**src/rtl/usbRetryPkg.sv**
```systemverilog
package usbRetryPkg;
  localparam logic [3:0] PID_ACK   = 4'h2;
  localparam logic [3:0] PID_NAK   = 4'hA;
  localparam logic [3:0] PID_STALL = 4'hE;
  localparam logic [3:0] PID_ERR   = 4'hF;

  typedef enum logic [1:0] {HS_ACK, HS_NAK, HS_STALL, HS_ERR} hsKind_t;

  typedef enum logic [2:0] {ST_IDLE, ST_HOLD, ST_ISSUE, ST_WAIT, ST_DONE} xactState_t;

  typedef struct packed {
    logic capture;
    logic writeResult;
  } ctrlStrobe_t;
endpackage

```
**src/rtl/usbRetryDatapath.sv**
```systemverilog
module usbRetryDatapath
  import usbRetryPkg::*;
#(
  parameter int ADDR_W   = 7,
  parameter int EP_W     = 4,
  parameter int BD_LEN_W = 10,
  parameter int MAX_PKT  = 64,
  parameter int LEN_W    = $clog2(MAX_PKT + 1)
) (
  input  logic                clk,
  input  logic                rstN,
  input  ctrlStrobe_t         strb,
  input  logic [ADDR_W-1:0]   tgtAddr,
  input  logic [7:0]          epCtrl,
  input  logic [BD_LEN_W-1:0] bdLen,
  input  logic [3:0]          tokPid,
  input  logic [EP_W-1:0]     tokEp,
  input  logic                pktHsValid,
  input  logic [3:0]          pktHsPid,
  input  logic                stallClr,
  output logic [ADDR_W-1:0]   pktAddr,
  output logic [EP_W-1:0]     pktEp,
  output logic [3:0]          pktPid,
  output logic [LEN_W-1:0]    pktLen,
  output logic                pktLowSpeed,
  output logic                retryDis,
  output hsKind_t             hsKind,
  output logic [3:0]          bdPid,
  output logic                stallFlag
);
  logic [LEN_W-1:0] lenClip;
  logic [3:0]       statusCode;

  always_comb begin
    if (bdLen > BD_LEN_W'(MAX_PKT)) lenClip = LEN_W'(MAX_PKT);
    else                            lenClip = bdLen[LEN_W-1:0];
  end

  always_comb begin
    if (!pktHsValid) hsKind = HS_ERR;
    else begin
      case (pktHsPid)
        PID_ACK:   hsKind = HS_ACK;
        PID_NAK:   hsKind = HS_NAK;
        PID_STALL: hsKind = HS_STALL;
        default:   hsKind = HS_ERR;
      endcase
    end
  end

  always_comb begin
    case (hsKind)
      HS_ACK:   statusCode = PID_ACK;
      HS_NAK:   statusCode = PID_NAK;
      HS_STALL: statusCode = PID_STALL;
      default:  statusCode = PID_ERR;
    endcase
  end

  always_ff @(posedge clk or negedge rstN) begin
    if (!rstN) begin
      pktAddr     <= '0;
      pktEp       <= '0;
      pktPid      <= '0;
      pktLen      <= '0;
      pktLowSpeed <= 1'b0;
      retryDis    <= 1'b0;
    end else if (strb.capture) begin
      pktAddr     <= tgtAddr;
      pktEp       <= tokEp;
      pktPid      <= tokPid;
      pktLen      <= lenClip;
      pktLowSpeed <= epCtrl[7];
      retryDis    <= epCtrl[6];
    end
  end

  always_ff @(posedge clk or negedge rstN) begin
    if (!rstN) begin
      bdPid     <= '0;
      stallFlag <= 1'b0;
    end else begin
      if (strb.writeResult) bdPid <= statusCode;
      if (strb.writeResult && hsKind == HS_STALL) stallFlag <= 1'b1;
      else if (stallClr)                          stallFlag <= 1'b0;
    end
  end

  a_r3_len_cap: assert property (@(posedge clk) disable iff (!rstN)
    pktLen <= LEN_W'(MAX_PKT));

  a_r7_stall_sticky: assert property (@(posedge clk) disable iff (!rstN)
    (stallFlag && !stallClr) |=> stallFlag);
endmodule

```
**src/rtl/usbRetryControl.sv**
```systemverilog
module usbRetryControl
  import usbRetryPkg::*;
(
  input  logic        clk,
  input  logic        rstN,
  input  logic        tokStart,
  input  logic        pktDone,
  input  hsKind_t     hsKind,
  input  logic        retryDis,
  input  logic        stallFlag,
  output ctrlStrobe_t strb,
  output logic        pktReq,
  output logic        busy,
  output logic        xferDone
);
  xactState_t state, nextState;

  always_comb begin
    strb      = '0;
    nextState = state;
    case (state)
      ST_IDLE: if (tokStart) begin
        strb.capture = 1'b1;
        nextState    = stallFlag ? ST_HOLD : ST_ISSUE;
      end
      ST_HOLD:  if (!stallFlag) nextState = ST_ISSUE;
      ST_ISSUE: nextState = ST_WAIT;
      ST_WAIT: if (pktDone) begin
        if (hsKind == HS_NAK && !retryDis) nextState = ST_ISSUE;
        else begin
          strb.writeResult = 1'b1;
          nextState        = ST_DONE;
        end
      end
      ST_DONE: nextState = ST_IDLE;
      default: nextState = ST_IDLE;
    endcase
  end

  always_ff @(posedge clk or negedge rstN) begin
    if (!rstN) state <= ST_IDLE;
    else       state <= nextState;
  end

  assign pktReq   = (state == ST_ISSUE);
  assign busy     = (state != ST_IDLE);
  assign xferDone = (state == ST_DONE);

  a_r5_nak_reissue: assert property (@(posedge clk) disable iff (!rstN)
    (pktDone && !pktReq && busy && hsKind == HS_NAK && !retryDis) |=> (pktReq && !xferDone));

  a_r8_done_single: assert property (@(posedge clk) disable iff (!rstN)
    xferDone |=> (!xferDone && !busy));
endmodule

```
**src/rtl/usbSe0Detach.sv**
```systemverilog
module usbSe0Detach #(
  parameter int DETACH_CYC = 625,
  parameter int CNT_W      = $clog2(DETACH_CYC + 1)
) (
  input  logic clk,
  input  logic rstN,
  input  logic lineSe0,
  input  logic detachClr,
  output logic detachFlag
);
  logic [CNT_W-1:0] se0Cnt;
  logic             limitHit;

  assign limitHit = lineSe0 && (se0Cnt == CNT_W'(DETACH_CYC));

  always_ff @(posedge clk or negedge rstN) begin
    if (!rstN)                              se0Cnt <= '0;
    else if (!lineSe0)                      se0Cnt <= '0;
    else if (se0Cnt != CNT_W'(DETACH_CYC))  se0Cnt <= se0Cnt + 1'b1;
  end

  always_ff @(posedge clk or negedge rstN) begin
    if (!rstN)          detachFlag <= 1'b0;
    else if (detachClr) detachFlag <= 1'b0;
    else if (limitHit)  detachFlag <= 1'b1;
  end

  a_r10_needs_se0: assert property (@(posedge clk) disable iff (!rstN)
    $rose(detachFlag) |-> $past(lineSe0));
endmodule

```
**src/rtl/usbHostRetry.sv**
```systemverilog
module usbHostRetry
  import usbRetryPkg::*;
#(
  parameter int ADDR_W     = 7,
  parameter int EP_W       = 4,
  parameter int BD_LEN_W   = 10,
  parameter int MAX_PKT    = 64,
  parameter int DETACH_CYC = 625,
  parameter int LEN_W      = $clog2(MAX_PKT + 1)
) (
  input  logic                clk,
  input  logic                rstN,
  input  logic [ADDR_W-1:0]   tgtAddr,
  input  logic [7:0]          epCtrl,
  input  logic [BD_LEN_W-1:0] bdLen,
  input  logic [3:0]          tokPid,
  input  logic [EP_W-1:0]     tokEp,
  input  logic                tokStart,
  input  logic                stallClr,
  input  logic                detachClr,
  input  logic                lineSe0,
  input  logic                pktDone,
  input  logic                pktHsValid,
  input  logic [3:0]          pktHsPid,
  output logic                pktReq,
  output logic [ADDR_W-1:0]   pktAddr,
  output logic [EP_W-1:0]     pktEp,
  output logic [3:0]          pktPid,
  output logic [LEN_W-1:0]    pktLen,
  output logic                pktLowSpeed,
  output logic                busy,
  output logic                xferDone,
  output logic [3:0]          bdPid,
  output logic                stallFlag,
  output logic                detachFlag
);
  ctrlStrobe_t strb;
  hsKind_t     hsKind;
  logic        retryDis;

  usbRetryControl uCtrl (
    .clk, .rstN, .tokStart, .pktDone, .hsKind, .retryDis, .stallFlag,
    .strb, .pktReq, .busy, .xferDone
  );

  usbRetryDatapath #(
    .ADDR_W(ADDR_W), .EP_W(EP_W), .BD_LEN_W(BD_LEN_W), .MAX_PKT(MAX_PKT), .LEN_W(LEN_W)
  ) uData (
    .clk, .rstN, .strb, .tgtAddr, .epCtrl, .bdLen, .tokPid, .tokEp,
    .pktHsValid, .pktHsPid, .stallClr,
    .pktAddr, .pktEp, .pktPid, .pktLen, .pktLowSpeed, .retryDis, .hsKind,
    .bdPid, .stallFlag
  );

  usbSe0Detach #(.DETACH_CYC(DETACH_CYC)) uDetach (
    .clk, .rstN, .lineSe0, .detachClr, .detachFlag
  );

  a_r7_no_req_stalled: assert property (@(posedge clk) disable iff (!rstN)
    stallFlag |-> !pktReq);

  a_r2_fields_held: assert property (@(posedge clk) disable iff (!rstN)
    (busy && $past(busy)) |-> ($stable(pktAddr) && $stable(pktLen) && $stable(pktEp)));
endmodule

```
**config.mk**
```make
export PLATFORM = sky130hd
export DESIGN_NAME = usbHostRetry
export DESIGN_NICKNAME = d
export VERILOG_FILES = /design/src/rtl/usbRetryPkg.sv /design/src/rtl/usbRetryDatapath.sv /design/src/rtl/usbRetryControl.sv /design/src/rtl/usbSe0Detach.sv /design/src/rtl/usbHostRetry.sv
export SDC_FILE = /design/constraint.sdc
export NUM_CORES = 1
export LEC_CHECK = 0
export ABC_AREA = 1
export ABC_CLOCK_PERIOD_IN_PS = 1320
export BUFFER_PORTS_ARGS = -buffer_cell sky130_fd_sc_hd__buf_2
export CORE_AREA = 10 10 73 90
export DETAILED_ROUTE_END_ITERATION = 6
export DIE_AREA = 0 0 83 100
export GPL_TIMING_DRIVEN = 0
export PLACE_DENSITY = 0.76
export SYNTH_ARGS = -nofsm -noshare
export SYNTH_HDL_FRONTEND = slang
export SYNTH_HIERARCHICAL = 1
export SYNTH_SLANG_ARGS = --single-unit
```
**constraint.sdc**
```tcl
create_clock -name clk -period 1.32 [get_ports clk]
set_input_delay 0.264 -clock clk [delete_from_list [all_inputs] [get_ports clk]]
set_output_delay 0.264 -clock clk [all_outputs]
set_load 0.1 [all_outputs]
```
==> results of run 1 <==
registers in the layout, indices dropped and copies added, names as in the netlist:
register and flops:
uDetach/se0Cnt 10, uData/pktLowSpeed 1, uData/pktEp 4, uCtrl/state 3
uData/stallFlag 1, uData/pktPid 4, uData/pktAddr 7, uData/retryDis 1
uData/bdPid 4, uData/pktLen 7, uDetach/detachFlag 1
worst paths after layout:
kind	end	start	slack, ns
min in group clk	uDetach/detachFlag$_DFFE_PN0P_	detachClr	0.12
worst min register to register	uData/pktAddr[5]$_DFFE_PN0P_	uData/pktAddr[5]$_DFFE_PN0P_	0.47
max in group asynchronous	uCtrl/state[1]$_DFFE_PN0P_	rstN	0.56
worst max register to register	uData/pktLen[2]$_DFFE_PN0P_	uCtrl/state[1]$_DFFE_PN0P_	-0.12
worst min-delay path	uDetach/se0Cnt[2]$_DFFE_PN0P_	rstN	0.11
worst max-delay path	busy	uCtrl/state[1]$_DFFE_PN0P_	-0.15
critical path: stages, from the launching register on:
cell and delay (ns):
dfrtp_2 0.47, nor2_4 0.20, nand2_8 0.07, buf_6 0.18
kinds of logic (layout without fill, tap and decap cells):
group	count (synthesis)	count (layout)	synth area share (%)
compound gates	20	20	5.27
xor+xnor	1	1	0.424
fa+ha+maj	2	2	1.21
buf+inv	37	127	8.72
flops	43	43	52.1
simple gates	154	154	32.3
power by group:
| group | switching [W] | internal [W] | leakage [nW] |
|---|---|---|---|
| clock | 0.000417 | 0.000477 | 0.0515 |
| combinational | 0.00362 | 0.00131 | 1.04 |
| sequential | 0.000260 | 0.00169 | 0.544 |
| total | 0.00430 | 0.00348 | 1.63 |
layout make-up:
class	count	area [um^2]
plain buffers	6	86.3
clock buffers	8	100
fillers	434	1890
inverters	31	133
multi-input cells	177	961
flip-flops and latches	43	1080
well taps	62	77.6
repair buffers	82	608
repair_timing:
| action | in CTS | in global routing |
|---|---|---|
| gates resized for setup | 48 | 35 |
| gates cloned | 0 | 3 |
| setup buffers | 6 | 4 |
| pin swaps | 1 | 10 |
| endpoints found under the hold margin | 0 | 0 |
| endpoints found under the setup margin | 58 | 35 |
layer usage:
metal / GRT usage, % / share of wire, % / vias up
met2: 22.2 / 55 / 53
met5: 0 / 0 / -
met3: 5.02 / 6.2 / 4
met1: 11.8 / 38 / 897
li1: - / - / 979
met4: 3.41 / 0.44 / 0
cells in the mapped netlist, drive strengths merged:
library cell	count	area share (%)
a21oi	8	2.1
buf	6	3.1
dfrtp	43	52
ha	2	1.2
inv	31	5.6
nand2	101	19
nand3	21	5.1
nand4	3	1.2
nor2	24	5.1
nor3	2	1.0
nor4	2	0.61
o211ai	1	0.36
o21ai	10	2.4
o21bai	1	0.36
or2	1	0.30
xnor2	1	0.42
metrics by stage:
step | setup TNS, ns | power [W] | worst slack, ns | area, um^2 | std cells
floorplan | -2.67 | 0.00537 | -0.203 | 2120 | 257
global placement | -2.72 | 0.00601 | -0.534 | 2540 | 388
detailed placement | -3.30 | 0.00607 | -0.517 | 2540 | 388
CTS | -1.43 | 0.00747 | -0.178 | 2830 | 402
global route | -4.80 | 0.00815 | -0.212 | 3050 | 409
finish | -2.25 | 0.00778 | -0.153 | 3050 | 409
==> flow_metrics.tcl, run 1 <==
set metrics [dict create \
    maxSlewViolCount 0 \
    dieArea_mm2 0.00830 \
    required_ns 1.06 \
    yosysWarningCount 6 \
    portBuffers 69 \
    place_congestion 0.803 \
    rsz0062_at_grt "true" \
    final_common_cell "nand2_1" \
    ff2ff_path_depth 9 \
    synth_seq_cells 43 \
    clkTransAtPathRegs_ns 0.08 \
    vias 1933 \
    cts_tree "yes" \
    area_growth_pct 47.5 \
    hold_ws_ns 0.110 \
    worst_setup_path_start_kind "register" \
    ant_nets 0 \
    cts_buffers 5 \
    antenna_found_initial 0 \
    worst_slack_ns -0.153 \
    ioPinCount 77 \
    root_buffer "clkbuf_8" \
    critPathKind "reg -> out" \
    fp.dieH_um 100 \
    wl_per_cell_um 13.3 \
    hpwl_mm 3.71 \
    htreeDepth 2 \
    finalCritPeriodShare_pct 112 \
    crit_arrival_ns 1.21 \
    vdd_drop_max_mv 1.79 \
    syn_area_per_cell_um2 8.04 \
    drive_gt1_share_pct 41.8 \
    fp-row-count 29 \
    clk_latency_ns 0.29 \
    setup_viol 27 \
    core-area_mm2 0.00493 \
    tightest_slew_ns 0.931 \
    min_period_ns 1.47 \
    grt_max_degree 44 \
    ys_seq_area_share_pct 52.1 \
    slew_headroom_pct 37.9 \
    vias_per_cell 4.73 \
    power_per_cell_area_mw_per_mm2 2550 \
    synthDistinctLibCells 26 \
    fin_util_pct 61.7 \
    power_leakage_nw 1.63 \
    status "finished, violations left" \
    hp-class "in -> async" \
    cts_hold_buf 0 \
    max-cap-violations 0 \
    netlist_area_mm2 0.00207 \
    final_cell_mix "nand2_1, dfrtp_1, buf_2, buf_4, inv_1" \
    nets 393 \
    grt_pass1_vias 1995 \
    die_w_um 83 \
    violations "negative setup slack" \
    grt_pass1_wl_mm 8.56 \
    end_kind "output port" \
    synth_nets 304 \
    wl_mm 5.44 \
    hold_violations 0 \
    first_pass_iters 4 \
    track_usage_pct 11.9 \
    grt.overflow.total 0 \
    drt-initial-drc-count 62 \
    drc 0 \
    synth_cells 257 \
    clk_path_buf_depth 2 \
    initial_utilization_pct 41.9 \
    skew_ns 0.00338 \
    cts.sinks 43 \
    fmax_mhz 679 \
    insertedDiodeCount 0 \
    cp_max_fo 5 \
]
(Power assumes the default switching activity.)
==> inputs of run 2 (changes only) <==
- RECOVER_POWER: default -> 50
==> run 2 against run 1 <==
Sequential power is essentially flat; largest cell class unchanged; cell area is the same; core utilization is the same; fmax is the same; routed wire length is the same; critical path depth is the same; flip-flop and latch count is the same; clock skew is the same; the run still ends with negative setup slack left.
==> flow_metrics.tcl, run 2 (synthesis gave the netlist of run 1 again) <==
set metrics [dict create \
    status "finished, violations left" \
    violations "negative setup slack" \
    tightest_slew_ns 1.04 \
    vias_per_cell 4.73 \
    fmax_mhz 679 \
    wl_per_cell_um 13.3 \
    first_pass_iters 4 \
    worst_slack_ns -0.153 \
    dpl_cell_area_mm2 0.00254 \
    final_cell_mix "nand2_1, dfrtp_1, buf_4" \
    drc 0 \
    finalPower_w 0.00778 \
    initial_utilization_pct 41.9 \
    cts_tree "yes" \
    rsz0062_at_grt "true" \
    end_kind "output port" \
    largest_reg_flops 10 \
    hp-class "in -> reg" \
    worst_setup_path_start_kind "register" \
    antenna_found_initial 0 \
    ioPinCount 77 \
    cp_max_fo 5 \
    dp.cells 388 \
    power_per_cell_area_mw_per_mm2 2550 \
    nFillCells 434 \
    cts_buffers 5 \
    vdd_drop_max_mv 1.79 \
    cts_hold_buf 0 \
    fp.dieH_um 100 \
    cts.sinks 43 \
    slew_headroom_pct 30.5 \
    grt_max_degree 44 \
    nets 393 \
    drive_gt1_share_pct 41.8 \
    grt_pass1_wl_mm 8.56 \
    grt_pass1_vias 1995 \
    final_common_cell "nand2_1" \
    htreeDepth 2 \
    min_period_ns 1.47 \
    required_ns 1.06 \
    maxSlewViolCount 0 \
    fin_area_mm2 0.00305 \
    track_usage_pct 11.9 \
    root_buffer "clkbuf_8" \
    crit_arrival_ns 1.21 \
    clk_latency_ns 0.29 \
    grt.overflow.total 0 \
    hold_ws_ns 0.121 \
    critPathKind "reg -> out" \
    wl_mm 5.44 \
    die_w_um 83 \
    top_register "uDetach/se0Cnt" \
    max-cap-violations 0 \
    clk_path_buf_depth 2 \
    reg_top3 "uDetach/se0Cnt x10, uData/pktAddr x7, uData/pktLen x7" \
    skew_ns 0.00338 \
    clkTransAtPathRegs_ns 0.08 \
    hold_violations 0 \
    ant_nets 0 \
    dieArea_mm2 0.00830 \
    hpwl_mm 3.71 \
    drt-initial-drc-count 62 \
    insertedDiodeCount 0 \
    vias 1933 \
    area_growth_pct 47.5 \
    finalCritPeriodShare_pct 112 \
    rrSetupSlack_ns -0.12 \
    portBuffers 69 \
    core-area_mm2 0.00493 \
    power_leakage_nw 1.63 \
    setup_viol 27 \
    fp-row-count 29 \
    fin_cells 409 \
    place_congestion 0.803 \
]
run 2: routing by layer:
metal,part of all wire (%),GRT usage (%)
met2,55,22.2
met1,38,11.8
met5,0,0
met4,0.44,3.41
met3,6.2,5.02
run 2: report_power, final:
| part | switching (W) | total, W | internal, W |
|---|---|---|---|
| logic | 0.00362 | 0.00493 | 0.00131 |
| clock network | 0.000417 | 0.000894 | 0.000477 |
| registers | 0.000260 | 0.00195 | 0.00169 |
| total | 0.00430 | 0.00778 | 0.00348 |
run 2: through the flow:
stage               setup slack [ns]  TNS [ns]  util (%)
CTS                           -0.178     -1.43      57.4
global placement              -0.534     -2.72      51.5
detailed placement            -0.517     -3.30      51.5
finish                        -0.153     -2.25      61.7
floorplan                     -0.203     -2.67         -
global route                  -0.212     -4.80      61.7
run 2: final cells by class:
cell class,instances,area (um^2),share of cell area [%]
Clock buffer,8,100,3.29
Buffer,6,86.3,2.83
Tap cell,62,77.6,2.55
Multi-Input combinational cell,177,961,31.5
Inverter,31,133,4.35
Sequential cell,43,1080,35.5
Timing Repair Buffer,82,608,20.0
run 2: path summary, 6_finish.rpt:
check,depth (start not counted),endpoint,startpoint
min reg2reg,2,uData/pktAddr[5]$_DFFE_PN0P_,uData/pktAddr[5]$_DFFE_PN0P_
max reg2reg,9,uData/pktLen[2]$_DFFE_PN0P_,uCtrl/state[1]$_DFFE_PN0P_
max in group asynchronous,1,uCtrl/state[1]$_DFFE_PN0P_,rstN
max,3,busy,uCtrl/state[1]$_DFFE_PN0P_
min in group asynchronous,1,uDetach/se0Cnt[2]$_DFFE_PN0P_,rstN
min,2,uDetach/detachFlag$_DFFE_PN0P_,detachClr
run 2: worst max-delay path, cell delays in order, from the launching register on:
cell and delay (ns):
dfrtp_2 0.47, nor2_4 0.20, nand2_8 0.07, buf_6 0.18
run 2: what timing repair did:
item / in CTS / in global routing
endpoints found under the hold margin: 0 / 0
endpoints found under the setup margin: 58 / 35
gates cloned: 0 / 3
pin swaps: 1 / 10
gates resized for setup: 48 / 35
buffers inserted: 6 / 4
==> inputs of run 3 (changes only) <==
- PLACE_DENSITY: 0.76 -> default
- PLACE_DENSITY_LB_ADDON: default -> 0.1
==> run 3 against run 2 <==
The flow still finishes with violations (negative setup slack); clock power increased by 17%; non-clock buffer count did not move; critical path depth stayed put; worst hold slack got worse by 0.0064 ns; combinational power rose by 3%; first-iteration DRC count down 8.1%; count of clock-buffer cells in the layout shrank 2; critical endpoint is now xferDone; largest power group unchanged.
==> flow_metrics.tcl, run 3 (synthesis gave the netlist of run 1 again) <==
set metrics [dict create \
    slew_headroom_pct 30.1 \
    reg_top3 "uDetach/se0Cnt x10, uData/pktAddr x7, uData/pktLen x7" \
    critPathKind "reg -> out" \
    cts_buffers 5 \
    multiInputGateArea_mm2 0.00103 \
    grt_pass1_vias 1987 \
    drive_gt1_share_pct 48.4 \
    vdd_drop_max_mv 1.69 \
    fp.dieH_um 100 \
    hp-start "detachClr" \
    setup_viol 29 \
    clk_path_buf_depth 2 \
    critical_path.startpoint "uCtrl/state[2]$_DFFE_PN0P_" \
    dieArea_mm2 0.00830 \
    area_growth_pct 52.0 \
    skew_ns 0.00352 \
    ff2ff_path_depth 9 \
    wl_mm 5.19 \
    vias_per_cell 4.63 \
    vias 1894 \
    grt.overflow.total 0 \
    cts_hold_buf 0 \
    power_leakage_nw 1.65 \
    final_common_cell "nand2_1" \
    place_ws_ns -0.581 \
    antenna_found_initial 0 \
    finalPower_w 0.00817 \
    ant_nets 0 \
    largest_reg_flops 10 \
    max-cap-violations 0 \
    violations "negative setup slack" \
    core-area_mm2 0.00493 \
    end_kind "output port" \
    wl_per_cell_um 12.7 \
    min_period_ns 1.49 \
    grt_max_degree 44 \
    insertedDiodeCount 0 \
    clk_latency_ns 0.29 \
    crit_arrival_ns 1.23 \
    rsz0062_at_grt "true" \
    rr_endpoint "uData/pktAddr[6]$_DFFE_PN0P_" \
    grt_pass1_wl_mm 8.70 \
    drc 0 \
    htreeDepth 2 \
    track_usage_pct 12.3 \
    rr_startpoint "uCtrl/state[0]$_DFFE_PN0P_" \
    top_register "uDetach/se0Cnt" \
    hpwl_mm 3.57 \
    hold_violations 0 \
    holdPathStages 2 \
    required_ns 1.06 \
    nets 393 \
    fp-row-count 29 \
    final_cell_mix "nand2_1, dfrtp_1, buf_2" \
    clkTransAtPathRegs_ns 0.08 \
    maxSlewViolCount 0 \
    cp_max_fo 3 \
    portBuffers 69 \
    hold_end "uDetach/detachFlag$_DFFE_PN0P_" \
    ff_latch_area_mm2 0.00108 \
    finalCritPeriodShare_pct 113 \
    die_w_um 83 \
    place_congestion 0.819 \
    power_per_cell_area_mw_per_mm2 2600 \
    status "finished, violations left" \
    root_buffer "clkbuf_8" \
    worst_slack_ns -0.169 \
    tightest_slew_ns 1.05 \
    fmax_mhz 672 \
    hp-class "in -> reg" \
    initial_utilization_pct 41.9 \
    rrSetupSlack_ns -0.12 \
    cts_tree "yes" \
    ioPinCount 77 \
    cts.sinks 43 \
    first_pass_iters 4 \
    worst_setup_path_start_kind "register" \
    drt-initial-drc-count 57 \
    nFillCells 466 \
]
run 3: cell types whose count changed in the layout (fill, tap and decap cells not counted), sizes merged:
cell    before  now
clkbuf      12    7
buf         84   87
clkinv       0    2
bufinv       0    1
inv         30   29
run 3: layout make-up:
| type | instances | area share (%) |
|---|---|---|
| buffer | 6 | 2.59 |
| clock buffer | 6 | 2.63 |
| clock inverter | 2 | 1.12 |
| inverter | 31 | 4.38 |
| multi-input combinational | 177 | 32.9 |
| sequential | 43 | 34.4 |
| tap | 62 | 2.47 |
| timing repair buffer | 82 | 19.5 |
run 3: worst max path at each step:
stage                                 endpoint
floorplan                             xferDone
global placement    uData/bdPid[3]$_DFFE_PN0P_
detailed placement  uData/bdPid[3]$_DFFE_PN0P_
CTS                                     pktReq
global route                          xferDone
finish                                xferDone
run 3: critical path, cell delays in order (launching register included):
cell and delay [ns]:
dfrtp_2 0.43, inv_4 0.07, nor3_4 0.23, buf_12 0.20
run 3: timing repair:
action,CTS,global route
setup endpoints to repair,57,32
hold endpoints to repair,0,0
gates resized for setup,73,44
gates cloned,2,0
pin swaps,12,14
buffers inserted,6,5
run 3: metrics by stage:
step	setup TNS [ns]	hold WS, ns	area (um^2)	util (%)	cells
final	-2.67	0.114	3140	63.6	409
after CTS	-1.78	0.102	2960	59.9	404
after global routing	-5.28	0.108	3140	63.6	409
after global placement	-3.20	0.420	2540	51.5	388
after floorplan	-2.67	-0.0316	2120	-	257
after detailed placement	-3.26	0.420	2540	51.5	388
run 3: layer usage:
metal	part of all wire, %	GRT usage (%)
met1	37	11.7
met2	56	23.5
met3	5.9	4.78
met4	0.85	3.94
met5	0	0
run 3: power breakdown:
part	switching, W	total [W]	leakage [nW]	internal, W
combinational	0.00365	0.00509	1.04	0.00144
sequential	0.000336	0.00203	0.544	0.00169
clock	0.000438	0.00105	0.0612	0.000612
